### config.mk
export PLATFORM = sky130hd
export DESIGN_NAME = wdt_regcore
export DESIGN_NICKNAME = d
export VERILOG_FILES = /design/src/rtl/wdt_pkg.sv /design/src/rtl/wdt_cfg.sv /design/src/rtl/wdt_secs.sv /design/src/rtl/wdt_pulse.sv /design/src/rtl/wdt_regcore.sv
export SDC_FILE = /design/constraint.sdc
export NUM_CORES = 1
export LEC_CHECK = 0
export BUFFER_PORTS_ARGS = -buffer_cell sky130_fd_sc_hd__buf_2
export CAP_MARGIN = 20
export CORE_MARGIN = 3
export CORE_UTILIZATION = 30
export DETAILED_ROUTE_END_ITERATION = 10
export PLACE_DENSITY = 0.49
export SLEW_MARGIN = 20
export SYNTH_ARGS = -nofsm -noshare
export SYNTH_HDL_FRONTEND = slang
export SYNTH_HIERARCHICAL = 1
export SYNTH_SLANG_ARGS = --single-unit
### constraint.sdc
create_clock -name clk -period 2.8 [get_ports clk]
set_input_delay 0.14 -clock clk [delete_from_list [all_inputs] [get_ports clk]]
set_output_delay 0.14 -clock clk [all_outputs]
set_load 0.005 [all_outputs]
### src/rtl/wdt_pkg.sv
package wdt_pkg;
  typedef enum logic [1:0] {
    WS_INIT = 2'd0,
    WS_STOP = 2'd1,
    WS_RUN  = 2'd2
  } wdt_state_e;

  localparam logic [7:0] A_CAUSE = 8'h05;
  localparam logic [7:0] A_STATE = 8'h06;
  localparam logic [7:0] A_TMO   = 8'h07;
  localparam logic [7:0] A_LEFT  = 8'h08;
  localparam logic [7:0] A_PING  = 8'h09;
  localparam logic [7:0] A_DUR   = 8'h0A;

  localparam logic [7:0] CAUSE_POWER  = 8'd0;
  localparam logic [7:0] CAUSE_EXPIRY = 8'd1;
endpackage

### src/rtl/wdt_cfg.sv
module wdt_cfg #(
  parameter int DW      = 8,
  parameter int TMO_MIN = 3,
  parameter int TMO_DEF = 30,
  parameter int DUR_DEF = 10
) (
  input  logic          clk,
  input  logic          rst,
  input  logic          tmo_we,
  input  logic          dur_we,
  input  logic [DW-1:0] wdata,
  output logic [DW-1:0] tmo_q,
  output logic [DW-1:0] dur_q
);
  localparam logic [DW-1:0] TMO_LO = DW'(TMO_MIN);

  always_ff @(posedge clk) begin
    if (rst) begin
      tmo_q <= DW'(TMO_DEF);
      dur_q <= DW'(DUR_DEF);
    end else begin
      if (tmo_we && wdata >= TMO_LO) tmo_q <= wdata;
      if (dur_we && wdata != '0)     dur_q <= wdata;
    end
  end
endmodule

### src/rtl/wdt_secs.sv
module wdt_secs
  import wdt_pkg::*;
#(
  parameter int DW      = 8,
  parameter int TMO_DEF = 30
) (
  input  logic          clk,
  input  logic          rst,
  input  logic          sec_tick,
  input  logic          st_we,
  input  logic          ping_we,
  input  logic [DW-1:0] wdata,
  input  logic [DW-1:0] tmo,
  output wdt_state_e    state_q,
  output logic [DW-1:0] left_q,
  output logic          expire
);
  logic go_run, go_stop, ping_ok;

  always_comb begin
    go_run  = st_we && wdata == DW'(WS_RUN);
    go_stop = st_we && wdata == DW'(WS_STOP);
    ping_ok = ping_we && wdata == '0 && state_q == WS_RUN;
    // host action in the same cycle outranks the final tick
    expire  = state_q == WS_RUN && sec_tick && left_q == DW'(1)
              && !go_run && !go_stop && !ping_ok;
  end

  always_ff @(posedge clk) begin
    if (rst) begin
      state_q <= WS_INIT;
      left_q  <= DW'(TMO_DEF);
    end else if (go_run) begin
      state_q <= WS_RUN;
      left_q  <= tmo;
    end else if (go_stop) begin
      state_q <= WS_STOP;
    end else if (ping_ok) begin
      left_q  <= tmo;
    end else if (expire) begin
      state_q <= WS_STOP;
      left_q  <= '0;
    end else if (state_q == WS_RUN && sec_tick && left_q != '0) begin
      left_q  <= left_q - DW'(1);
    end
  end
endmodule

### src/rtl/wdt_pulse.sv
module wdt_pulse
  import wdt_pkg::*;
#(
  parameter int DW = 8
) (
  input  logic          clk,
  input  logic          rst,
  input  logic          start,
  input  logic          ms_tick,
  input  logic [DW-1:0] dur,
  output logic          active_q,
  output logic [DW-1:0] cause_q
);
  logic [DW-1:0] ms_left_q;

  always_ff @(posedge clk) begin
    if (rst) begin
      active_q  <= 1'b0;
      ms_left_q <= '0;
      cause_q   <= CAUSE_POWER;
    end else if (start) begin
      active_q  <= 1'b1;
      ms_left_q <= dur;
      cause_q   <= CAUSE_EXPIRY;
    end else if (active_q && ms_tick) begin
      if (ms_left_q <= DW'(1)) active_q <= 1'b0;
      ms_left_q <= ms_left_q - DW'(1);
    end
  end
endmodule

### src/rtl/wdt_regcore.sv
module wdt_regcore
  import wdt_pkg::*;
#(
  parameter int AW      = 8,
  parameter int DW      = 8,
  parameter int TMO_MIN = 3,
  parameter int TMO_DEF = 30,
  parameter int DUR_DEF = 10
) (
  input  logic          clk,
  input  logic          rst,
  input  logic          sec_tick,
  input  logic          ms_tick,
  input  logic [AW-1:0] addr,
  input  logic          wr_en,
  input  logic [DW-1:0] wr_data,
  input  logic          rd_en,
  output logic [DW-1:0] rd_data,
  output logic          wdt_rst_o
);
  logic [DW-1:0] tmo_q, dur_q, left_q, cause_q;
  wdt_state_e    state_q;
  logic          expire;
  logic          we_tmo, we_dur, we_st, we_ping;
  logic [DW-1:0] rd_mux;

  always_comb begin
    we_tmo  = wr_en && addr == AW'(A_TMO);
    we_dur  = wr_en && addr == AW'(A_DUR);
    we_st   = wr_en && addr == AW'(A_STATE);
    we_ping = wr_en && addr == AW'(A_PING);
  end

  wdt_cfg #(.DW(DW), .TMO_MIN(TMO_MIN), .TMO_DEF(TMO_DEF), .DUR_DEF(DUR_DEF)) u_cfg (
    .clk(clk), .rst(rst), .tmo_we(we_tmo), .dur_we(we_dur),
    .wdata(wr_data), .tmo_q(tmo_q), .dur_q(dur_q)
  );

  wdt_secs #(.DW(DW), .TMO_DEF(TMO_DEF)) u_secs (
    .clk(clk), .rst(rst), .sec_tick(sec_tick), .st_we(we_st),
    .ping_we(we_ping), .wdata(wr_data), .tmo(tmo_q),
    .state_q(state_q), .left_q(left_q), .expire(expire)
  );

  wdt_pulse #(.DW(DW)) u_pulse (
    .clk(clk), .rst(rst), .start(expire), .ms_tick(ms_tick),
    .dur(dur_q), .active_q(wdt_rst_o), .cause_q(cause_q)
  );

  always_comb begin
    rd_mux = '0;
    if (addr == AW'(A_CAUSE))      rd_mux = cause_q;
    else if (addr == AW'(A_STATE)) rd_mux = DW'(state_q);
    else if (addr == AW'(A_TMO))   rd_mux = tmo_q;
    else if (addr == AW'(A_LEFT))  rd_mux = left_q;
    else if (addr == AW'(A_DUR))   rd_mux = dur_q;
  end

  always_ff @(posedge clk) begin
    if (rst)        rd_data <= '0;
    else if (rd_en) rd_data <= rd_mux;
  end
endmodule

* Word-level counts from Yosys, hierarchy flattened *
Cells that the tools add are included.

word-level totals
  bits in registers = 44
  bits of input ports = 22
  output and inout port bits = 9

cells by class
  add/sub/neg operators = 2
  $lt $le $gt $ge = 2
  equality and inequality tests = 13
  muxes and demuxes = 19
  reduce and logical (&&, ||, !) cells = 33

operators with widths
  cell                                                   count
  2-to-1 mux 8 bit                                       12
  equality test 8 x 3 -> 1 bit, second input constant    3
  equality test 8 x 4 -> 1 bit, second input constant    3
  logical AND 1 bit                                      17
  equality test 8 x 1 -> 1 bit, second input constant    2
  nonzero test 8 bit                                     2
  subtractor 8 x 1 -> 8 bit, second input constant       2
  equality test 8 x 2 -> 1 bit, second input constant    1
  >= comparator 8 x 2 -> 1 bit, second input constant    1
  <= comparator 8 x 1 -> 1 bit, second input constant    1
  logical NOT 8 bit                                      1
  2-to-1 mux 2 bit                                       4
  AND reduction 2 bit                                    4
  nonzero test 2 bit                                     3
  inequality test 2 x 1 -> 1 bit, second input constant  2
  nonzero test 4 bit                                     1
  logical NOT 1 bit                                      3
  2-to-1 mux 1 bit                                       3
  inequality test 3 x 1 -> 1 bit, second input constant  1
  nonzero test 3 bit                                     1
  equality test 2 bit, second input constant             1
  OR reduction 2 bit                                     1

* Depth between registers and ports, before layout *
Gate-level depths: netlist of the first run.

  word-level depth = 11
  depth in mapped cells = 12
  gate-level depth less buffers = 9

* Cells and area by module *
Netlist of the first run, hierarchy kept.

by module, submodules not included
  module       times used  cells each  area each (µm²)  seq. area each (µm²)
  wdt_regcore  1           112         923.4            160.2
  wdt_secs     1           88          735.7            200.2
  wdt_cfg      1           79          698.2            320.3
  wdt_pulse    1           76          634.4            200.2

* Worst setup path after synthesis of the first run *
OpenSTA, ideal clock, no wires.

  path type = input to register
  start = input port addr[5]
  end = register u_pulse.ms_left_q[7]
  library setup time = 83 ps
  data arrival time = 2166 ps
  path slack = 551 ps
  cell stages on the path = 12
  cells stage by stage = nor4_2 buf_4 buf_2 nand2_1 nor2_1 nor4bb_2 o211ai_2 and3_2 buf_2 nor2_1 nand2_1 o221ai_1

RTL lines
  what                                                    line               source
  start, declared                                         wdt_regcore.sv:14  input logic [AW-1:0] addr,
  equality test 8 x 4 -> 1 bit *                          wdt_regcore.sv:31  we_ping = wr_en && addr == AW'(A_PING);
  logical AND 1 bit *                                     wdt_regcore.sv:31
  named net we_ping                                       wdt_regcore.sv:24  logic we_tmo, we_dur, we_st, we_ping;
  logical AND 1 bit * (2 in series)                       wdt_secs.sv:23     ping_ok = ping_we && wdata == '0 && state_q == WS_RUN;
  logical NOT 1 bit *                                     wdt_secs.sv:26     && !go_run && !go_stop && !ping_ok;
  logical AND 1 bit *                                     wdt_secs.sv:26
  named net expire                                        wdt_regcore.sv:23  logic expire;
  2-to-1 mux 8 bit or nonzero test 2 bit (tied branches)  --
  end signal, assigned                                    wdt_pulse.sv:23    ms_left_q <= dur;
  end signal, assigned                                    wdt_pulse.sv:27    ms_left_q <= ms_left_q - DW'(1);
  end, declared                                           wdt_pulse.sv:14    logic [DW-1:0] ms_left_q;

Mark *: on every way through the listed nets, which the timed path passes. The rest lies on a longest branch.
A chain may end at the register's enable or synchronous reset.

* Final worst setup path of the first run *
  start = register u_secs.left_q[0]
  end = register u_secs.left_q[3]

on the way
  cells in the longest elaborated chain, start to end = 9

RTL lines
  what                                                               line            source
  start, declared                                                    wdt_secs.sv:15  output logic [DW-1:0] left_q,
  start signal, assigned                                             wdt_secs.sv:32  left_q <= DW'(TMO_DEF);
  start signal, assigned                                             wdt_secs.sv:35  left_q <= tmo;
  start signal, assigned                                             wdt_secs.sv:39  left_q <= tmo;
  branches (longest 9 deep; another with subtractor 8 x 1 -> 8 bit)  --

Several ways; the timed one is not identified. The select of a mux whose other input is x is not followed.

==> results of run 1 <==
## worst paths after layout
| kind | slack, ns | cells past startpoint | end | from |
|---|---|---|---|---|
| hold / removal | 0.17 | 3 | u_cfg/tmo_q[4]$_SDFFE_PP1P_ | wr_data[4] |
| setup reg to reg | 0.62 | 7 | u_secs/left_q[3]$_SDFFE_PP1P_ | u_secs/left_q[0]$_SDFFE_PP0P_ |
| hold reg to reg | 0.48 | 2 | rd_data[2]$_SDFFE_PP0P_ | rd_data[2]$_SDFFE_PP0P_ |
| setup / recovery | 0.62 | 7 | u_secs/left_q[3]$_SDFFE_PP1P_ | u_secs/left_q[0]$_SDFFE_PP0P_ |
## cells in the final DEF (no fill, tap or decap), types with 3 or more instances in the layout
master and instances:
a211oi_1 7, mux2i_1 4, buf_2 30, nor2_1 25
a311oi_1 13, o211ai_1 14, o2bb2ai_1 8, nand3b_1 7
nand3_1 6, a21boi_1 3, nor2b_1 3, or3_1 3
ha_1 4, buf_4 12, and2_1 3, a21boi_0 8
inv_1 15, o21ai_1 8, nor4bb_1 6, and4_1 3
nand2b_1 7, nor3_1 8, nand4b_1 10, nand2_1 20
clkbuf_8 5, a31oi_1 4, o21ai_0 16, and3_2 3
conb_1 7, dfxtp_1 44, a21oi_1 19, nand4_1 6
## area by class of cell
cell class | instances | area (sq um) | share of cell area, %
Timing Repair Buffer | 42 | 240 | 7.22
Clock buffer | 5 | 68.8 | 2.07
Sequential cell | 44 | 881 | 26.5
Inverter | 15 | 56.3 | 1.69
Multi-Input combinational cell | 268 | 1870 | 56.3
Clock inverter | 3 | 46.3 | 1.39
Tap cell | 129 | 161 | 4.85
## routing by layer
| metal | GRT usage [%] | vias to the layer above | part of all wire [%] |
|---|---|---|---|
| met1 | 21.4 | 1313 | 49 |
| li1 | - | 1383 | - |
| met3 | 2.63 | 5 | 3.4 |
| met2 | 23.8 | 45 | 46 |
| met4 | 3.05 | 0 | 0.73 |
| met5 | 0 | - | 0 |
## critical path, cell delays in order, from the launching register on
cell and delay (ns):
dfxtp_1 0.48, inv_1 0.08, ha_1 0.26, nor4b_1 0.16, a21boi_0 0.50, a21oi_2 0.20, a221oi_1 0.28, nand3_1 0.10
## cells by family after synthesis
group,after synthesis
xor gates and xnor gates,1
muxes,4
and+or+nand+nor,134
AOI/OAI and AO/OA,118
adders and majority gates,4
buffers and inverters,49
other,1
DFF,44
## sequential cells by signal (all words and copies together) (netlist names)
signal / count
u_pulse/active_q: 1
u_pulse/ms_left_q: 8
u_cfg/tmo_q: 8
u_cfg/dur_q: 8
u_secs/left_q: 8
u_pulse/cause_q: 1
u_secs/state_q: 2
rd_data: 8
## where the power goes
| group | total [mW] | switching, mW | internal [mW] |
|---|---|---|---|
| clock | 0.519 | 0.250 | 0.269 |
| combinational | 0.123 | 0.0768 | 0.0466 |
| sequential | 0.634 | 0.00303 | 0.631 |
| total | 1.28 | 0.330 | 0.947 |
## stage by stage
step                std cells  util, %
floorplan                 361        -
global placement          498     33.9
detailed placement        498     33.9
CTS                       506     35.2
global route              506     35.2
finish                    506     35.2
==> impl_metrics.yaml, run 1 <==
power_and_ir_drop:
  peakVddDrop_uv: 170
  finalPower_mw: 1.28
  power_density_nw_per_um2: 384
  leakage_nw: 1.15
detailed_routing:
  routedWlPerCell_um: 16.2
  totalWireLength_um: 8220
  drc: 0
  routed-via-count: 2746
  firstDrtPassIters: 4
  drtIter0Drc: 111
  via_per_inst: 5.43
  ant_nets: 0
clock_network:
  htreeDepth: 2
  cts_buffer_depth: 2
  ctsHoldBuffers: 0
  cts_setup_buffers: 0
  clock_latency_ns: 0.31
  clockRootBuffer: "clkbuf_8"
  cts.repair.resized: 0
  numCtsBuffers: 5
  cts_tree: "yes"
  cts.sinks: 44
  clk_pin_slew_worst_paths_ns: 0.10
layout:
  final_area_sq_um: 3330
  fillers: 1045
  syn2layout_area_growth_pct: 11.2
  drive_above_1_share_pct: 19.1
  final_nets: 402
  diodes: 0
global_routing:
  grt_max_degree: 30
  grt_pass1_vias: 2577
  track_usage_pct: 15.0
  antenna_found_initial: 0
  grt.overflow.total: 0
  grt_pass1_wl_um: 13600
sta:
  tightest_slew_ns: 1.03
  max_freq_ghz: 0.460
  tns_ns: 0
  slew_violations: 0
  period_needed_ns: 2.18
  skew_ns: 0.00808
  slew_headroom_pct: 30.7
  hold_slack_ns: 0.167
  finalHoldViolations: 0
  rsz0062_at_grt: "no"
  fin_ws_ns: 0.625
  period_share_pct: 77.7
  setup_viol: 0
setup_path:
  worstSetupEndpointType: "flip-flop"
  startpoint_type: "flip-flop"
  required_ns: 2.99
  setup.worst_path.class: "flip-flop to flip-flop"
  cp.arrival_ns: 2.37
  cp_max_fo: 7
synthesis:
  dominantRegCellSynth: "dfxtp_1"
  synthTopCellsByArea: "dfxtp_1 (29%), a311oi_1 (3.8%), o211ai_1 (3.5%), a21oi_1 (3.2%), nor2_1 (3.1%)"
  syn-cell-area_sq_um: 2990
  synth_area_per_cell_sq_um: 8.43
  netlist-cell-type-count: 70
  synthMuxAreaShare_pct: 1.34
  yosysTopAreaCell: "dfxtp_1"
  yosys-top-cells-count: "dfxtp_1 (44), nor2_1 (25), nand2_1 (20)"
  synth_compound_area_share_pct: 28.3
  synth-simple-area-share_pct: 29.8
  synth_top_family_by_area: "simple AND/OR/NAND/NOR gates"
  syn_inst: 355
  synthAdderAreaFrac_pct: 1.67
  synth_seq_cells: 44
  ys_seq_area_share_pct: 29.4
  synth_edf_count: 0
  yosys_warnings: 6
  ys_async_sr_fraction_pct: 0
  netlist.area_leader.share_pct: 29.4
  yosysMostFrequentCell: "dfxtp_1"
  synthXorXnorAreaFrac_pct: 0.293
worst_hold_path:
  hold_class: "input port to flip-flop"
place:
  numPortBuffers: 30
  place_area_sq_um: 3210
  gp_congestion: 0.807
  dp_hpwl_um: 6120
  detailedPlace.worstSlack_ns: 0.493
die:
  start_util_pct: 31.6
  die_w_um: 106
  die-height_um: 106
  core_sq_um: 9460
  io_pins: 31
  dieArea_sq_um: 11200
  placement_rows: 35
status:
  run_status: "complete, no violations"
flow_run:
  drv_cap: 0
(Power assumes the default switching activity.)
==> run 2: changes to the inputs <==
PLACE_DENSITY = 0.51   (was 0.49)
clock period = 1.95 ns   (was 2.8 ns; I/O delays follow)
==> impl_metrics.yaml, run 2 (synthesized netlist as in run 1, its figures left out) <==
worst_hold_path:
  hp-start: "wr_data[4]"
  min_path_cells: 3
  hold_class: "input port to flip-flop"
  hold_end: "u_cfg/tmo_q[4]$_SDFFE_PP1P_"
sta:
  setup_viol: 0
  fin_ws_ns: 0.162
  skew_ns: 0.00656
  finalHoldViolations: 0
  rsz0062_at_grt: "no"
  period_needed_ns: 1.79
  slew_headroom_pct: 64.3
  max_freq_ghz: 0.559
  period_share_pct: 91.7
  tightest_slew_ns: 0.531
  slew_violations: 0
clock_network:
  cts_tree: "yes"
  ctsHoldBuffers: 0
  clock_latency_ns: 0.31
  cts.repair.resized: 0
  cts_setup_buffers: 0
  cts_buffer_depth: 2
  cts.sinks: 44
  numCtsBuffers: 5
  htreeDepth: 2
  clk_pin_slew_worst_paths_ns: 0.09
  clockRootBuffer: "clkbuf_8"
die:
  dieArea_sq_um: 11200
  placement_rows: 35
  die-height_um: 106
  core_sq_um: 9460
  start_util_pct: 31.6
  die_w_um: 106
  io_pins: 31
global_routing:
  grt_pass1_wl_um: 13500
  grt.overflow.total: 0
  gr-usage-met2_pct: 23.3
  grt_pass1_vias: 2762
  track_usage_pct: 14.9
  grt_max_degree: 38
  antenna_found_initial: 0
  grt_use_met1_pct: 21.1
  busiest_layer: "met2"
  grtUsageMet3_pct: 2.51
setup_path:
  cpPeakStageDelay_ns: 0.38
  r2r_cells: 6
  startpoint_type: "flip-flop"
  cp_max_fo: 15
  required_ns: 2.16
  setup.worst_path.class: "flip-flop to flip-flop"
  critPathSlowestCell: "dfxtp_1"
  cp_cell_sequence: "and3b_2, and4_1, and3_4, inv_2, and4b_1, a2111oi_2"
  reg2reg_slack_ns: 0.16
  worstSetupEndpointType: "flip-flop"
  r2r-start: "u_secs/state_q[0]$_SDFFE_PP0P_"
  timing.rr.end: "u_pulse/ms_left_q[6]$_SDFFE_PP0P_"
  cp.arrival_ns: 2.00
detailed_routing:
  routedWlPerCell_um: 15.4
  totalWireLength_um: 8190
  routed-via-count: 2846
  via_per_inst: 5.36
  drtIter0Drc: 130
  ant_nets: 0
  firstDrtPassIters: 4
  drc: 0
layout:
  diodes: 0
  final_common_cell: "dfxtp_1"
  fillers: 1032
  final_util_pct: 38.0
  final_area_sq_um: 3590
  syn2layout_area_growth_pct: 20.1
  drive_above_1_share_pct: 25.4
  final_nets: 427
  final_cell_mix: "dfxtp_1 (44), buf_4 (35), buf_2 (30)"
flow_run:
  drv_cap: 0
place:
  dp_hpwl_um: 6210
  numPortBuffers: 30
  detailedPlace.worstSlack_ns: -0.0799
  gp_congestion: 0.841
  place_area_sq_um: 3460
power_and_ir_drop:
  peakVddDrop_uv: 230
  power_density_nw_per_um2: 513
  leakage_nw: 1.28
status:
  run_status: "complete, no violations"
run 2: stage by stage:
stage	power [mW]	cells	TNS, ns	hold slack, ns
2_1_floorplan	1.05	361	-0.0166	0.220
3_3_place_gp	1.12	523	-0.0133	0.423
3_5_place_dp	1.12	523	-0.494	0.428
4_1_cts	1.86	531	0	0.110
5_1_grt	1.92	531	0	0.140
6_report	1.84	531	0	0.127
run 2: worst max-delay path, delay by kind of cell (launching register included):
family,cells,cell delay (ns)
AND/OR/NAND/NOR,4,1.01
flip-flops,1,0.38
buffers and inverters,1,0.11
AO/OA/AOI/OAI,1,0.19
run 2: power by group:
part           switching (mW)  internal (mW)
combinational           0.115         0.0768
sequential            0.00429          0.906
clock                   0.355          0.387
run 2: worst max-delay path by stage:
stage | start | depth (start not counted) | endpoint | slack [ns]
after detailed placement | addr[6] | 9 | u_pulse/ms_left_q[5]$_SDFFE_PP0P_ | -0.08
after CTS | u_secs/left_q[4]$_SDFFE_PP1P_ | 6 | u_pulse/ms_left_q[6]$_SDFFE_PP0P_ | 0.11
after global placement | addr[6] | 10 | u_secs/left_q[5]$_SDFFE_PP0P_ | -0.01
after global routing | u_secs/state_q[0]$_SDFFE_PP0P_ | 6 | u_pulse/ms_left_q[5]$_SDFFE_PP0P_ | 0.02
after floorplan | addr[6] | 12 | u_pulse/ms_left_q[7]$_SDFFE_PP0P_ | -0.02
final | u_secs/state_q[0]$_SDFFE_PP0P_ | 6 | u_pulse/ms_left_q[6]$_SDFFE_PP0P_ | 0.16
run 2: cell type report:
type                    instances  area [sq um]  area share (%)
multi-input cells             268          1930            53.6
flip-flops and latches         44           881            24.5
repair buffers                 67           453            12.6
well taps                     129           161            4.49
clock buffers                   5          68.8            1.92
inverters                      15          56.3            1.57
clock inverters                 3          46.3            1.29
run 2: metal layers:
metal | wire, um | share of wire (%) | vias to the layer above
met1 | 4100 | 50 | 1342
li1 | - | - | 1432
met2 | 3630 | 44 | 61
met5 | 0 | 0 | -
met4 | 91 | 1.1 | 0
met3 | 368 | 4.5 | 11
